===== config.mk =====
export PLATFORM = sky130hd
export DESIGN_NAME = ext_irq_ctrl
export DESIGN_NICKNAME = d
export VERILOG_FILES = /design/src/rtl/ext_irq_pkg.sv /design/src/rtl/eirq_bus_port.sv /design/src/rtl/eirq_pending_reg.sv /design/src/rtl/eirq_mask_reg.sv /design/src/rtl/eirq_req_gate.sv /design/src/rtl/ext_irq_ctrl.sv
export SDC_FILE = /design/constraint.sdc
export NUM_CORES = 1
export LEC_CHECK = 0
export BUFFER_PORTS_ARGS = -buffer_cell sky130_fd_sc_hd__buf_2
export CAP_MARGIN = 20
export CORE_ASPECT_RATIO = 1.4
export CORE_MARGIN = 8
export CORE_UTILIZATION = 40
export CTS_BUF_LIST = sky130_fd_sc_hd__clkbuf_2 sky130_fd_sc_hd__clkbuf_4 sky130_fd_sc_hd__clkbuf_8
export DETAILED_ROUTE_END_ITERATION = 16
export HOLD_SLACK_MARGIN = 0.05
export PLACE_DENSITY = 0.74
export SYNTH_ARGS = -nofsm -noshare
export SYNTH_HDL_FRONTEND = slang
export SYNTH_SLANG_ARGS = --single-unit

===== constraint.sdc =====
create_clock -name clk -period 1.4 [get_ports clk]
set_input_delay 0.07 -clock clk [delete_from_list [all_inputs] [get_ports clk]]
set_output_delay 0.07 -clock clk [all_outputs]
set_load 0.005 [all_outputs]

===== src/rtl/ext_irq_pkg.sv =====
// Shared constants and types for the external interrupt request controller.
// Assumes a 32-bit bus word with four byte enables.
package ext_irq_pkg;
    localparam int BUS_W = 32;
    localparam int BE_W  = BUS_W / 8;
    localparam logic [BE_W-1:0] BE_FULL = '1;

    typedef enum logic [1:0] {
        ACC_IDLE    = 2'd0,
        ACC_WRITE   = 2'd1,
        ACC_READ    = 2'd2,
        ACC_PARTIAL = 2'd3
    } acc_kind_t;
endpackage


===== src/rtl/eirq_bus_port.sv =====
// Bus side of the controller: classifies each access, decodes the interrupt
// number into a one-hot set vector counted from the MSB, merges the timer
// alarm as interrupt 0, and registers read data and the error strobe.
// Assumes W is a power of two no larger than 2**32.
module eirq_bus_port
    import ext_irq_pkg::*;
#(
    parameter int W = 32
) (
    input  logic                   clk,
    input  logic                   rst_n,
    input  logic                   wr_en,
    input  logic                   rd_en,
    input  logic [BE_W-1:0]        be,
    input  logic [BUS_W-1:0]       wdata,
    input  logic                   timer_alarm,
    input  logic [W-1:0]           pend_q,
    output logic [W-1:0]           set_vec,
    output logic [W-1:0]           rdata,
    output logic                   err
);
    localparam int IDX_W = (W > 1) ? $clog2(W) : 1;

    acc_kind_t       kind;
    logic            full_wr;
    logic            full_rd;
    logic [W-1:0]    num_hit;
    logic [W-1:0]    timer_vec;

    // Classify the current access; a narrow access overrides read and write.
    always_comb begin
        kind = ACC_IDLE;
        if ((wr_en || rd_en) && (be != BE_FULL)) begin
            kind = ACC_PARTIAL;
        end else if (wr_en) begin
            kind = ACC_WRITE;
        end else if (rd_en) begin
            kind = ACC_READ;
        end
    end

    assign full_wr = (kind == ACC_WRITE);
    assign full_rd = (kind == ACC_READ) || (wr_en && rd_en && be == BE_FULL);

    // One comparator per pending bit: bit i answers to number W-1-i (mod W).
    for (genvar i = 0; i < W; i++) begin : g_dec
        assign num_hit[i] = full_wr && (wdata[IDX_W-1:0] == IDX_W'(W - 1 - i));
    end

    // Timer alarm behaves as a write of interrupt number 0.
    assign timer_vec = {timer_alarm, {(W-1){1'b0}}};
    assign set_vec   = num_hit | timer_vec;

    // Register read data (zero unless a full read) and the narrow-access error.
    always_ff @(posedge clk) begin
        if (!rst_n) begin
            rdata <= '0;
            err   <= 1'b0;
        end else begin
            rdata <= full_rd ? pend_q : '0;
            err   <= (kind == ACC_PARTIAL);
        end
    end
endmodule


===== src/rtl/eirq_pending_reg.sv =====
// Pending interrupt register. Sets come from the bus port, clears from local
// software; a set wins over a clear of the same bit so no event is lost.
module eirq_pending_reg #(
    parameter int W = 32
) (
    input  logic         clk,
    input  logic         rst_n,
    input  logic [W-1:0] set_vec,
    input  logic         clr_en,
    input  logic [W-1:0] clr_data,
    output logic [W-1:0] pend_q
);
    logic [W-1:0] clr_vec;

    assign clr_vec = clr_en ? clr_data : '0;

    // Apply the clear first, then OR in the sets.
    always_ff @(posedge clk) begin
        if (!rst_n) begin
            pend_q <= '0;
        end else begin
            pend_q <= (pend_q & ~clr_vec) | set_vec;
        end
    end
endmodule


===== src/rtl/eirq_mask_reg.sv =====
// Interrupt enable mask, replaced whole by each local write.
module eirq_mask_reg #(
    parameter int W = 32
) (
    input  logic         clk,
    input  logic         rst_n,
    input  logic         wr_en,
    input  logic [W-1:0] wr_data,
    output logic [W-1:0] mask_q
);
    // Load the full mask on a write, hold otherwise.
    always_ff @(posedge clk) begin
        if (!rst_n) begin
            mask_q <= '0;
        end else if (wr_en) begin
            mask_q <= wr_data;
        end
    end
endmodule


===== src/rtl/eirq_req_gate.sv =====
// Request logic: level request from pending AND mask, gated by the global
// interrupt enable into a take strobe carrying the external trap number.
// Purely combinational; assumes EXT_TRAP fits in TRAP_W bits.
module eirq_req_gate #(
    parameter int W        = 32,
    parameter int TRAP_W   = 5,
    parameter int EXT_TRAP = 4
) (
    input  logic [W-1:0]      pend_q,
    input  logic [W-1:0]      mask_q,
    input  logic              psw_ie,
    output logic              irq_level,
    output logic              irq_take,
    output logic [TRAP_W-1:0] trap_code
);
    localparam logic [TRAP_W-1:0] TRAP_VAL = TRAP_W'(EXT_TRAP);

    // Reduce the enabled pending set and gate it.
    always_comb begin
        irq_level = |(pend_q & mask_q);
        irq_take  = irq_level && psw_ie;
        trap_code = irq_take ? TRAP_VAL : '0;
    end
endmodule


===== src/rtl/ext_irq_ctrl.sv =====
// Top of the external interrupt request controller: one bus-mapped word that
// raises interrupts by number, local clear and mask writes, and the request
// to the core. Assumes W is a power of two.
module ext_irq_ctrl
    import ext_irq_pkg::*;
#(
    parameter int W        = 32,
    parameter int TRAP_W   = 5,
    parameter int EXT_TRAP = 4
) (
    input  logic              clk,
    input  logic              rst_n,
    input  logic              bus_wr_en,
    input  logic              bus_rd_en,
    input  logic [BE_W-1:0]   bus_be,
    input  logic [BUS_W-1:0]  bus_wdata,
    output logic [W-1:0]      bus_rdata,
    output logic              bus_err,
    input  logic              timer_alarm,
    input  logic              clr_en,
    input  logic [W-1:0]      clr_data,
    input  logic              mask_wr_en,
    input  logic [W-1:0]      mask_data,
    input  logic              psw_ie,
    output logic [W-1:0]      pend_out,
    output logic [W-1:0]      mask_out,
    output logic              irq_level,
    output logic              irq_take,
    output logic [TRAP_W-1:0] trap_code
);
    logic [W-1:0] set_vec;
    logic [W-1:0] pend_q;
    logic [W-1:0] mask_q;

    eirq_bus_port #(.W(W)) u_bus (
        .clk(clk), .rst_n(rst_n),
        .wr_en(bus_wr_en), .rd_en(bus_rd_en), .be(bus_be), .wdata(bus_wdata),
        .timer_alarm(timer_alarm), .pend_q(pend_q),
        .set_vec(set_vec), .rdata(bus_rdata), .err(bus_err)
    );

    eirq_pending_reg #(.W(W)) u_pend (
        .clk(clk), .rst_n(rst_n), .set_vec(set_vec),
        .clr_en(clr_en), .clr_data(clr_data), .pend_q(pend_q)
    );

    eirq_mask_reg #(.W(W)) u_mask (
        .clk(clk), .rst_n(rst_n), .wr_en(mask_wr_en),
        .wr_data(mask_data), .mask_q(mask_q)
    );

    eirq_req_gate #(.W(W), .TRAP_W(TRAP_W), .EXT_TRAP(EXT_TRAP)) u_gate (
        .pend_q(pend_q), .mask_q(mask_q), .psw_ie(psw_ie),
        .irq_level(irq_level), .irq_take(irq_take), .trap_code(trap_code)
    );

    assign pend_out = pend_q;
    assign mask_out = mask_q;
endmodule


Word level (Yosys, flattened, before mapping)
Index checks and enable logic that the tools add are counted.

Flip-flop bits (word level): 97. Latch bits: 0. Memory bits (writable): 0. Bits in read-only memories: 0. Output and inout bits: 104. Memories kept: 0.

Add/sub/neg operators: 0. Multipliers: 0. Div/mod/pow operators: 0. Magnitude comparators: 0. Equality and inequality tests: 36. Shift-type cells: 0. Multiplexer cells: 5. Bitwise gates (word level): 5. Reductions and logical operators: 41.

Operator list (count): $eq A5 B5 Y1 const B (16); $and A32 B32 Y32 (2); $or A32 B32 Y32 (2); $eq A5 B4 Y1 const B (8); $logic_and A1 B1 Y1 (36); $mux W32 (1); $not A32 Y32 (1); $reduce_or A32 Y1 (1); $eq A5 B3 Y1 const B (4); $eq A5 B2 Y1 const B (2); $mux W2 (3); $eq A5 B1 Y1 const B (1); $logic_not A5 Y1 (1); $eq A2 B2 Y1 const B (2); $eq A4 B4 Y1 const B (1); $ne A4 B4 Y1 const B (1); $mux W3 (1); $eq A2 B1 Y1 const B (1); $logic_or A1 B1 Y1 (2); $reduce_and A2 Y1 (1).

Depth between registers and ports, before layout
Gate-level depths: netlist (run 1).

Depth after elaboration: 7. Depth in mapped cells: 5.

Modules after synthesis
A second synthesis (run 1) with hierarchy kept.

Cells, all modules: 424. Area total of the unflattened synthesis: 3983.8 um^2.

Modules (own cells, without submodules): eirq_bus_port (instances 1, cells an instance 159, area an instance 1347.5 um^2); eirq_mask_reg (instances 1, cells an instance 103, area an instance 1243.7 um^2); eirq_pending_reg (instances 1, cells an instance 134, area an instance 1151.1 um^2); eirq_req_gate (instances 1, cells an instance 28, area an instance 241.5 um^2).

Worst setup path before layout (run 1)
No wires, ideal clock.

Kind: register to output. Start: reg u_pend.pend_q[29]. End: out trap_code[2]. Arrival time: 1160 ps. Path slack: 170 ps. Cell stages (with the launch flop): 6. Buffers on the path: 1. Cell sequence: dfxtp_1 -> a22o_1 -> a221oi_1 -> and3_1 -> a31oi_1 -> buf_4.

Longest elaborated chain between the ends: 4.

RTL lines: from (decl) (line eirq_pending_reg.sv:11) `output logic [W-1:0] pend_q`; from (signal assigned) (line eirq_pending_reg.sv:22) `pend_q <= (pend_q & ~clr_vec) | set_vec;`; $and A32 B32 Y32 (line eirq_req_gate.sv:20) `irq_level = |(pend_q & mask_q);`; $reduce_or A32 Y1 (line eirq_req_gate.sv:20); $logic_and A1 B1 Y1 (line eirq_req_gate.sv:21) `irq_take = irq_level && psw_ie;`; named net irq_take (line ext_irq_ctrl.sv:28) `output logic irq_take,`; $mux W3 (line eirq_req_gate.sv:22) `trap_code = irq_take ? TRAP_VAL : '0;`; to (decl) (line ext_irq_ctrl.sv:29) `output logic [TRAP_W-1:0] trap_code`.

The timed path passes the listed nets, and every way through them passes these cells.

Worst setup path in the final report (run 1)
Start: reg u_pend.pend_q[29]. End: out trap_code[2].

Longest elaborated chain between the ends: 4.

RTL lines (line): $and A32 B32 Y32 (eirq_req_gate.sv:20); $reduce_or A32 Y1 (eirq_req_gate.sv:20); $logic_and A1 B1 Y1 (eirq_req_gate.sv:21); $mux W3 (eirq_req_gate.sv:22).

Every way passes these cells.

==> results of run 1 <==
[cells in the mapped netlist, drive strengths merged]
cell and count:
a21o 1, a221oi 2, a22o 3, a22oi 12, a31oi 1, a32o 31, and2 32, and3 5
and3b 4, and4 1, buf 14, clkbuf 9, conb 1, dfxtp 97, inv 1, mux2i 32
nand2 34, nand3 2, nand3b 1, nand4 2, nor2 4, nor2b 32, nor3 2, nor3b 6
o21ai 1
[power by group through the flow]
| stage | combinational (mW) | clock [mW] | sequential [mW] |
|---|---|---|---|
| floorplan | 0.224 | 0 | 2.93 |
| global placement | 0.447 | 0 | 2.93 |
| detailed placement | 0.455 | 0 | 2.93 |
| CTS | 0.608 | 1.86 | 2.87 |
| global route | 0.670 | 1.97 | 2.88 |
| finish | 0.613 | 1.83 | 2.87 |
[registers in the layout (all words and copies together) (netlist names)]
name,flops
u_bus.err,1
u_bus.rdata,32
u_mask.mask_q,32
u_pend.pend_q,32
[worst max path at each step]
stage                                  from            to  slack (ns)  cells after the start
final                     u_pend.pend_q[29]  trap_code[2]       -0.28                      5
after global routing      u_pend.pend_q[29]  trap_code[2]       -0.36                      5
after CTS                 u_pend.pend_q[29]      irq_take       -0.31                      5
after detailed placement  u_pend.pend_q[29]      irq_take        0.04                      5
after global placement    u_pend.pend_q[29]  trap_code[2]        0.06                      5
after floorplan           u_pend.pend_q[29]  trap_code[2]        0.17                      5
[worst max-delay path, stage by stage (launching register included)]
cell	delay [ns]
dfxtp_2	0.33
a22o_1	0.26
a221oi_2	0.18
and3_1	0.22
a31oi_2	0.11
buf_2	0.14
[through the flow]
step | area, um^2 | util (%)
floorplan | 3685 | -
global placement | 4683 | 52.17
detailed placement | 4683 | 52.17
CTS | 5569 | 62.03
global route | 5577 | 62.12
finish | 5577 | 62.12
[layout make-up]
cell class                 count  area (um^2)  share of cell area [%]
clock buffer                  11        138.9                   2.490
inverter                       1        3.754                 0.06731
timing repair buffer         259         1687                   30.24
clock inverter                 5        56.30                   1.010
tap                          107        133.9                   2.401
sequential                    97         1946                   34.89
multi-input combinational    212         1612                   28.90
[metal layers]
layer | vias to the layer above | wire (um) | global-route usage [%]
li1 | 1667 | - | -
met1 | 1623 | 5065 | 22.00
met2 | 166 | 6920 | 36.46
met3 | 34 | 809 | 4.846
met4 | 0 | 490 | 12.81
met5 | - | 0 | 0
[what timing repair did]
item,CTS,global route
hold buffers,67,0
gates cloned,0,0
endpoints found under the setup margin,3,3
pin swaps,3,2
hold endpoints to repair,65,0
resized for setup,4,3
[cell families (layout without fill, tap and decap cells)]
group | Yosys count | after routing | share of synthesized area [%]
other | 1 | 4 | 0.1021
DFF | 97 | 97 | 52.86
AOI/OAI and AO/OA | 51 | 51 | 12.64
muxes | 32 | 32 | 8.719
buffers and inverters | 24 | 276 | 4.223
and+or+nand+nor | 125 | 125 | 21.46
==> metrics, run 1 <==
Data arrival, critical path ~1.6 ns; # fillers around 720; dpl cells approximately 610; first-pass GRT wire length 20470 um; Final Non-Filler Cells around 690; startpoint types flip-flop; Seq cells post-synth slightly below 100; Final Hold Viols 0; clk sink count 97; P_leak roughly 2.8 nW; GP Congestion 0.8275; wire length per cell around 19 um; remaining global-route overflow 0; Reg2Reg Depth 3; Mapped Cells 330; layout cell share with drive strength beyond 1 38.80%; htree depth 3; vias in the first global route 3781; hold slack a little under 0.09 ns; sequential power share 54.1%; die width between 90 and 100 um; post-route DRC violation count 0; most frequent cells in the layout buf_2, dfxtp_1, dlygate4sd3_1; internal power between 4 and 5 mW; vias per inst between 5 and 6; critical path required time roughly 1.3 ns; core area ~0.0090 mm^2; Worst Skew about 0.009 ns; Initial Util between 40% and 50%; RSZ-0062 raised after global routing true; post-synth top area share approximately 53%; antenna violations before repair 0; PwrDens 952.6 mW/mm^2; antenna cells 0; combinational power share between 10% and 20%; CP Max Fanout 2; total iterations of the first detailed-routing run 5; Syn Std Cell Area 0.003674 mm^2; period utilisation layout 120.1%; Yosys Warn Count 0; Placement Setup Slack around 0.040 ns; sequential area share after synthesis 52.86%; routed vias 3490; Reg2Reg Setup Slack about 0.22 ns; Antenna Nets Post-Route 0; Post-DP HPWL 9603 um; Peak Freq 594.6 MHz; Chip Height roughly 130 um; PortBufs 180; Clk pwr share between 30% and 40%; final net count between 600 and 700; Sw Share 24.03%; buffer levels on the longest clock path 2; WL final 13290 um; VDD IR max approximately 530 uV; post-CTS setup buffers 0; Yosys top cell by area dfxtp_1; Setup TNS -0.8019 ns; clk root buf clkbuf_8; Yosys cell types 34; worst relative slew slack between 50% and 60%; GRT Util Overall about 21%; hold depth 3; Clk Latency, worst-skew pair ~0.37 ns; reg2reg end u_mask.mask_q[0]; Rows 41; CTS tree built; number of CTS-inserted buffers 9; most common cell after layout, fill and taps aside buf_2; hold_sp bus_be[3]; maxcap violations 0; Final Power 5.313 mW; Hold Path End u_bus.err; 1st-iter DRT viols between 150 and 200; final setup fails 3; io pins roughly 210; Layout area overhead 51.81%; Clk pin slew, worst setup/hold paths about 0.090 ns; largest net degree at the start of global routing 33; status finished, violations left; Setup CP Type reg2out; Psw about 1.3 mW; Least-Margin Pin Slew 0.6611 ns; Setup crit end kind output pin; Die ar. ~0.013 mm^2; setup ws final -0.2818 ns; Max Slew Vio Count 0; R2R Path Start u_mask.mask_q[0]; failing checks setup timing; min Tclk post-route roughly 1.7 ns; Hold Crit Class in2reg; synthesized area per cell approximately 11 um^2; leading post-synthesis cells by cell area dfxtp_1, mux2i_1, a32o_1, and2_1, nor2b_1
No activity file was read; power rests on OpenSTA's default activity.
==> run 2: changes to the inputs <==
- CELL_PAD_IN_SITES_DETAIL_PLACEMENT: default -> 0
- CELL_PAD_IN_SITES_GLOBAL_PLACEMENT: default -> 1
- CORE_UTILIZATION: 40 -> 33
- PLACE_DENSITY: 0.74 -> default
- PLACE_DENSITY_LB_ADDON: default -> 0.1
- clock period: 1.4 -> 1.62 ns (I/O delays scaled with it)
==> run 2 against run 1 <==
The flow still finishes with violations (setup timing); core utilization fell by 11 points; clock skew shrank 0.0046 ns; sequential share of layout area rose by 0.093 points; via count is 4.5% lower; global-route usage is 3.0 points lower; critical path depth unchanged; worst hold slack worse by 0.016 ns; count of clock-buffer cells in the layout is 1 higher; wire length is 1.8% lower; first-iteration DRC count shrank 34%; critical endpoint unchanged; largest cell class unchanged.
==> metrics, run 2 (same netlist as run 1, synthesis figures left out) <==
Setup crit end kind output pin; first-pass GRT wire length 20380 um (-0.44%); Layout area overhead 51.50%; Data arrival, critical path 1.61 ns (about the same); final net count 681 (-1.0%); 1st-iter DRT viols 101 (-34%); critical path required time 1.54 ns (+0.21 ns); Final Hold Viols 0 (unchanged); Worst Skew 0.004390 ns (-0.004575 ns); fin util 51.21% (-11 points); Chip Height 140.8 um (+8.8%); buffer levels on the longest clock path 2 (unchanged); startpoint types flip-flop; Least-Margin Pin Slew 0.5079 ns (-0.1531 ns); hold slack 0.07163 ns (-0.01579 ns); min Tclk post-route approximately 1.7 ns; Worst path max stage delay 0.33 ns (about the same); antenna violations before repair 0 (unchanged); worst relative slew slack 66.06% (+10 points); Die ar. 0.01481 mm^2 (+18%); CP delay by family, top compound AO/OA/AOI/OAI gates; P_leak 2.710 nW (-1.6%); Antenna Nets Post-Route 0 (unchanged); most common cell after layout, fill and taps aside buf_2; io pins 212 (unchanged); Peak Freq between 500 and 600 MHz; hold_sp clr_data[5]; post-route DRC violation count 0 (unchanged); layout cell share with drive strength beyond 1 39.27% (+0.47 points); CTS tree built; GRT Util Overall 17.73% (-3.0 points); clk root buf clkbuf_8; RSZ-0062 raised after global routing true; Clk Latency, worst-skew pair 0.36 ns (about the same); die width 105.2 um (+8.4%); period utilisation layout 104.2%; Reg2Reg Setup Slack 0.74 ns (+0.52 ns); total iterations of the first detailed-routing run 4 (-1); antenna cells 0 (unchanged); WL final 13040 um (-1.8%); setup ws final -0.06825 ns (+0.2135 ns); maxcap violations 0 (unchanged); routed vias 3334 (-4.5%); slowest CP cell dfxtp_2; GP Congestion 0.7815 (-5.6%); wire length per cell 18.14 um (-5.5%); Rows 45 (+9.8%); Initial Util 33.81% (-7.1 points); R2R Path Start u_pend.pend_q[31]; Post-DP HPWL 10140 um (+5.6%); core area 0.01087 mm^2 (+21%); status finished, violations left; Hold Crit Class in2reg; failing checks setup timing; vias in the first global route 3621 (-4.2%); remaining global-route overflow 0 (unchanged); Setup CP Type reg2out; CP Max Fanout 2 (unchanged); CP startpoint u_mask.mask_q[29]; final setup fails 3 (unchanged); Largest regs u_bus.rdata x32, u_mask.mask_q x32, u_pend.pend_q x32; largest net degree at the start of global routing 33 (unchanged); PortBufs 180 (unchanged); WP buf/inv 1 (unchanged); Clk pin slew, worst setup/hold paths 0.09 ns (about the same); most frequent cells in the layout buf_2, dfxtp_1, dlygate4sd3_1; number of CTS-inserted buffers 9 (unchanged); vias per inst 4.637 (-8.1%); PwrDens 829.9 mW/mm^2 (-13%); crit path cell chain a22o_1, a221oi_2, and3_1, a31oi_2, buf_2; Max Slew Vio Count 0 (unchanged); VDD IR max 374.1 uV (-29%); clk sink count 97 (unchanged); htree depth 3 (unchanged)
## run 2: cell type report
class	instances	area, um^2
inverter	1	3.754
clock buffer	12	152.6
timing repair buffer	252	1612
clock inverter	4	52.55
sequential	97	1947
multi-input combinational	212	1622
fill	1037	5301
tap	141	176.4
## run 2: what timing repair did
item / in CTS / in global routing
endpoints found under the hold margin: 62 / 0
hold buffers: 63 / 0
gates resized for setup: 8 / 2
pin swaps: 5 / 1
setup endpoints to repair: 3 / 3
setup buffers: 3 / 0
## run 2: worst register-to-register path, cell delays in order (launching register included)
cell and delay, ns:
dfxtp_1 0.39, a21o_1 0.18, a22o_1 0.21
## run 2: power by group
group          total (mW)  leakage [nW]  internal [mW]  switching (mW)
sequential           2.48         0.790           2.43          0.0452
clock                1.62        0.0957          0.791           0.831
combinational       0.517          1.82          0.298           0.219
## run 2: path summary, 6_finish.rpt
kind | endpoint | depth (start not counted)
max | trap_code[2] | 5
min | u_pend.pend_q[5] | 3
max reg2reg | u_pend.pend_q[31] | 2
min reg2reg | u_bus.rdata[21] | 1
## run 2: metrics by stage
stage	TNS, ns	cells	cell area (um^2)	power, mW	setup slack [ns]
after detailed placement	0	637	4668	2.927	0.1817
after CTS	-0.2980	719	5559	4.681	-0.1133
after floorplan	0	333	3685	2.722	0.3788
final	-0.1645	719	5565	4.619	-0.06825
after global routing	-0.4057	719	5565	4.842	-0.1501
after global placement	0	637	4668	2.924	0.2395
## run 2: metal layers
layer  track usage, %  routed length, um  vias to the layer above
li1                 -                  -                     1652
met1            20.23               5462                     1534
met2            30.57               6510                      132
met3            5.109                865                       16
met4            6.561                205                        0
met5                0                  0                        -
